===== config.mk =====
export PLATFORM = sky130hd
export DESIGN_NAME = adc_host_regs
export DESIGN_NICKNAME = d
export VERILOG_FILES = /design/src/rtl/adc_host_regs.sv
export SDC_FILE = /design/constraint.sdc
export NUM_CORES = 1
export LEC_CHECK = 0
export BUFFER_PORTS_ARGS = -buffer_cell sky130_fd_sc_hd__buf_2
export CORE_ASPECT_RATIO = 1.1
export CORE_MARGIN = 5
export CORE_UTILIZATION = 51
export CTS_BUF_LIST = sky130_fd_sc_hd__clkbuf_2
export DETAILED_ROUTE_END_ITERATION = 10
export PLACE_DENSITY = 0.92
export SYNTH_ARGS = -nofsm -noshare
export SYNTH_HDL_FRONTEND = slang
export SYNTH_SLANG_ARGS = --single-unit

===== constraint.sdc =====
create_clock -name clk -period 4.15 [get_ports clk]
set_input_delay 0.415 -clock clk [delete_from_list [all_inputs] [get_ports clk]]
set_output_delay 0.415 -clock clk [all_outputs]
set_load 0.05 [all_outputs]

===== src/rtl/adc_host_regs.sv =====
module adc_host_regs #(
  parameter int ADDR_W   = 4,
  parameter int CH_W     = 3,
  parameter int PROM_W   = 4,
  parameter int ID_VALUE = 18
) (
  input  logic              clk,
  input  logic              rst_n,
  input  logic [ADDR_W-1:0] bus_addr,
  input  logic              bus_rd,
  input  logic              bus_wr,
  input  logic [15:0]       bus_wdata,
  input  logic [CH_W-1:0]   rd_chan,
  output logic [15:0]       bus_rdata,
  input  logic              conv_done,
  input  logic [11:0]       conv_mag,
  input  logic              conv_neg,
  input  logic              cm_ovr,
  input  logic              pace_late,
  output logic              conv_start,
  output logic [CH_W-1:0]   chan_addr,
  output logic [PROM_W-1:0] prom_addr
);
  localparam logic [ADDR_W-1:0] STAT_A = ADDR_W'(0);
  localparam logic [ADDR_W-1:0] ID_A   = ADDR_W'(1);
  localparam logic [ADDR_W-1:0] RDG_A  = ADDR_W'(2);

  logic        busy;
  logic [14:0] result;
  logic        rd_req, accept, soft_rst, capture;
  logic [15:0] rdata_d;
  logic        unused_wdata;

  assign unused_wdata = ^bus_wdata;
  assign rd_req   = bus_rd & ~bus_wr;
  assign accept   = rd_req & (bus_addr == RDG_A) & ~busy;
  assign soft_rst = bus_wr & (bus_addr == ID_A);
  assign capture  = busy & conv_done & ~soft_rst;

  always_comb begin
    rdata_d = '0;
    if (rd_req) begin
      unique case (bus_addr)
        STAT_A:  rdata_d[6] = ~busy;
        ID_A:    rdata_d = 16'(ID_VALUE & 8'hFF);
        RDG_A:   rdata_d = busy ? 16'h8000 : {1'b0, result};
        default: rdata_d = '0;
      endcase
    end
  end

  always_ff @(posedge clk) begin
    if (!rst_n) begin
      busy       <= 1'b0;
      result     <= 15'h2000;
      bus_rdata  <= '0;
      conv_start <= 1'b0;
      chan_addr  <= '0;
      prom_addr  <= '0;
    end else begin
      bus_rdata  <= rdata_d;
      conv_start <= accept;
      if (soft_rst) begin
        busy      <= 1'b0;
        prom_addr <= '0;
      end else if (accept) begin
        busy      <= 1'b1;
        chan_addr <= rd_chan;
        prom_addr <= prom_addr + 1'b1;
      end else if (capture) begin
        busy   <= 1'b0;
        result <= {pace_late, ~cm_ovr, conv_neg, conv_mag};
      end
    end
  end
endmodule



==> results <==
- The wire length of the first global-routing pass is 5030 um.
- In the final design database the tool counted 244 nets.
- The busiest layer in global routing is met2.
- Detailed routing inserted a total of 1185 vias.
- The count of buffers from port buffering is 50.
- The area of the core is 2750 um2.
- Hold repair after CTS inserted 0 buffers.
- In this run the clock root is driven by a sky130_fd_sc_hd__clkbuf_2.
- The number of rows in the core area is 20.
- Counting buffers and inverters, the worst setup path is 3 cells deep.
- In the finished design, the share of the clock period the worst path needs comes to 0.504.
- In this run the power density over the cells is 332 nW/um2.
- After synthesis the netlist holds a flip-flop and latch count of 40.
- The worst-case register-to-register setup slack is 2.06 ns.
- Tracing the worst setup path back leads to its startpoint at busy.
- In this run the worst path has a maximum fanout of 13.
- Pin placement for this block handled 67 I/O pins.
- The net count of the mapped netlist is 196.
- The final setup violation count is 0.
- The die is 61.0 um wide.
- The die outline area is 4030 um2.
- The area growth from synthesis to layout is 20.1%.
- The height of the chip is 66.0 um.
- TritonCTS built the clock tree.
- After filler insertion, the fill cell instance count of the layout stands at 265.
- The slowest stage of the critical path belongs to the cell sky130_fd_sc_hd__nor3_1.
- Counting cells, the worst reg-to-reg path comes to 3.
- The DRC violation count after routing is 0.
- For this configuration, the core starts out at a cell density of 0.529.
- For the pin with the worst max-slew slack, the measured transition is 0.967 ns.
- The met3 capacity usage during global routing is 0.0723.
- The smallest clock period supported by the final layout is computed as 2.09 ns.
- The distinct cell type count after synthesis is 26.
- The worst pin sits at a relative slew slack of 0.350.
- STA classifies the critical path endpoint as a flip-flop.
- In the post-synthesis netlist, the cell with the most instances is sky130_fd_sc_hd__dfxtp_1.
- The count of final hold-check violations is 0.
- The cell count after placement is 226.
- The total global routing overflow is 0.
- The final number of max-transition violations is 0.
- Setup repair after global routing left no endpoint under its margin.
- Routability-driven placement finished with a final weighted congestion of 0.844.
- The critical path goes through or3b_2 > nor3_1 > and2_1.
- The count of flip-flops with a built-in enable after synthesis is 0.
- Once detailed placement completed, the half-perimeter wirelength came to 2180 um.
- For this run, global-route usage on met1 was measured as 0.189.
- Following the worst setup path forward leads to its endpoint at bus_rdata[0].
- During synthesis, Yosys emitted a total of 0 warnings.
- The instance count of the mapped netlist is 152.
- The insertion delay of the later-clocked pin in the worst-skew pair is 0.37 ns.
- The maximum operating frequency is 0.478 GHz.
- The synthesized cell area is 1460 um2.
- The clock-pin slew on the worst setup and hold paths is 0.18 ns.
- The first routing iteration left 60 violations.
- The number of clock buffers inserted by TritonCTS is 5.
- The flow ran to the end, and the final reports show no timing, DRC or antenna violations.
- The synthesized design spends more area on one cell type than any other, namely sky130_fd_sc_hd__dfxtp_1.
- The leakage component of the power is 0.753 nW.
- The setup skew after layout is 0.00913 ns.
- The via-per-instance ratio is 5.06.
- Before antenna repair, the detailed router went through 4 iterations.
- The area used by sequential logic in the layout is 801 um2.
- In this run the post-CTS setup repair buffer count came out at 0.
- The layout cell share with drive strength beyond 1 is 0.299.
- By startpoint and endpoint, the worst setup path is classified as flip-flop to flip-flop.
- The post-route setup TNS is 0 ns.
- The biggest cell delay along the critical path is 0.82 ns.
- Sorting the synthesized cells by area gives the leading types as sky130_fd_sc_hd__dfxtp_1 (55%), sky130_fd_sc_hd__mux2i_1 (9.6%), sky130_fd_sc_hd__nand2_1 (8.5%).
- In the global route stage, overall resource usage came out at 0.168.
- Entering global routing, the biggest net connects 34 pins.
- The number of diodes added for antenna fixing is 0.
- After detailed routing, the average wire length per cell comes to 12.6 um.
- The tool flagged a number of max-cap violations equal to 0.
- Post-CTS repair changed the size of 0 cells.
- Of the synthesized area, sequential elements account for 0.550.
- The number of buffers and inverters on the critical path is 0.
- The met2 global-route usage is 0.274.
- The startpoint of the worst register-to-register path is busy.
- The cell family contributing the most delay on the critical path is simple AND/OR/NAND/NOR gates.
- At the worst endpoint, the required time is 4.47 ns.
- The combined area of the multi-input logic cells is 607 um2.
- The category of the worst setup path launch point is a flip-flop.
- The synthesized area divided by synthesized cell count is 9.58 um2.
- Hold is met by 0.248 ns.
- The number of non-filler instances in the completed layout is 234.
- In this run the worst hold path is classified as primary input to flip-flop.
- Overall power consumption after layout is estimated at 0.582 mW.
- The proportion of synthesized flip-flops having asynchronous set or reset is 0.
- The total clock sinks is 40.
- The maximum level of the CTS H-tree is 2.
- The initial antenna violation count came to 0.
- The final antenna-violating net count is 0.
- The clock tree buffer depth is 2.
- The number of global-route vias before repair is 1160.
- The end of the worst register-to-register path is bus_rdata[0].
- The fraction of synthesized cell area taken by the top area cell type is 0.550.
- At the worst endpoint, the arrival time is 2.42 ns.
- The wire length after detailed routing is 2960 um.
- The most used flip-flop cell after synthesis is sky130_fd_sc_hd__dfxtp_1.
- The commonest cells after synthesis are sky130_fd_sc_hd__dfxtp_1 (40), sky130_fd_sc_hd__nand2_1 (33), sky130_fd_sc_hd__mux2i_1 (14), sky130_fd_sc_hd__and2_1 (12), sky130_fd_sc_hd__a21oi_1 (10).
- The worst IR drop on VDD is 0.232 mV.
## report_power, final
group	internal [mW]	switching [mW]	leakage (nW)
sequential	0.386	0.000586	0.322
clock	0.0452	0.115	0.0306
combinational	0.0140	0.0211	0.401
## stage by stage
step | util | area, um2 | setup WS (ns)
after floorplan | - | 1460 | 2.39
after global placement | 0.621 | 1710 | 1.76
after detailed placement | 0.621 | 1710 | 1.76
after CTS | 0.635 | 1750 | 2.02
after global routing | 0.635 | 1750 | 1.76
final | 0.635 | 1750 | 2.06
## cell usage in the layout, fill, tap and decap left out, types with 2 or more instances in the layout
master / netlist / routed
sky130_fd_sc_hd__buf_2: 3 / 50
sky130_fd_sc_hd__dfxtp_1: 40 / 40
sky130_fd_sc_hd__nand2_1: 33 / 33
sky130_fd_sc_hd__mux2i_1: 14 / 14
sky130_fd_sc_hd__and2_1: 12 / 12
sky130_fd_sc_hd__a21oi_1: 10 / 10
sky130_fd_sc_hd__clkbuf_2: 0 / 7
sky130_fd_sc_hd__nand3_1: 5 / 5
sky130_fd_sc_hd__o21ai_0: 5 / 5
sky130_fd_sc_hd__inv_1: 3 / 3
sky130_fd_sc_hd__o31ai_1: 3 / 3
sky130_fd_sc_hd__nor3_1: 2 / 2
sky130_fd_sc_hd__nand2b_1: 2 / 2
sky130_fd_sc_hd__or4_1: 2 / 2
## registers in the layout, summed over array words and instances (netlist names)
signal and count:
bus_rdata 16, prom_addr 4, chan_addr 3, busy 1
result 15, conv_start 1
## area by class of cell
class | count | area share
Inverter | 3 | 0.00644
Multi-Input combinational cell | 100 | 0.347
Clock buffer | 7 | 0.0200
Tap cell | 33 | 0.0236
Sequential cell | 40 | 0.458
Clock inverter | 1 | 0.00215
Timing Repair Buffer | 50 | 0.143
## metal layers
metal / vias to the layer above / routed length, um
met2: 44 / 1410
li1: 605 / -
met5: - / 0
met1: 534 / 1230
met3: 2 / 303
met4: 0 / 12
## cells by family after synthesis
kind of cell | share of synthesized area
adder cells (fa/ha/maj) | 0.00859
AND/OR/NAND/NOR | 0.224
flip-flops | 0.550
AO/OA/AOI/OAI | 0.0799
multiplexers | 0.104
buffers and inverters | 0.0335
## worst reg2reg max path, stage by stage (launching register included)
cell and delay, ns:
sky130_fd_sc_hd__dfxtp_1 0.39, sky130_fd_sc_hd__or3b_2 0.60, sky130_fd_sc_hd__nor3_1 0.82, sky130_fd_sc_hd__and2_1 0.24
## how the worst min path moves through the flow
stage	from	end	cells after the start
CTS	bus_addr[0]	bus_rdata[15]	2
finish	bus_addr[0]	bus_rdata[15]	2
floorplan	result[13]	bus_rdata[13]	1
detailed placement	result[13]	bus_rdata[13]	1
global placement	result[5]	bus_rdata[5]	1
global route	conv_mag[7]	result[7]	3
Power figures use the tool's default switching activity.
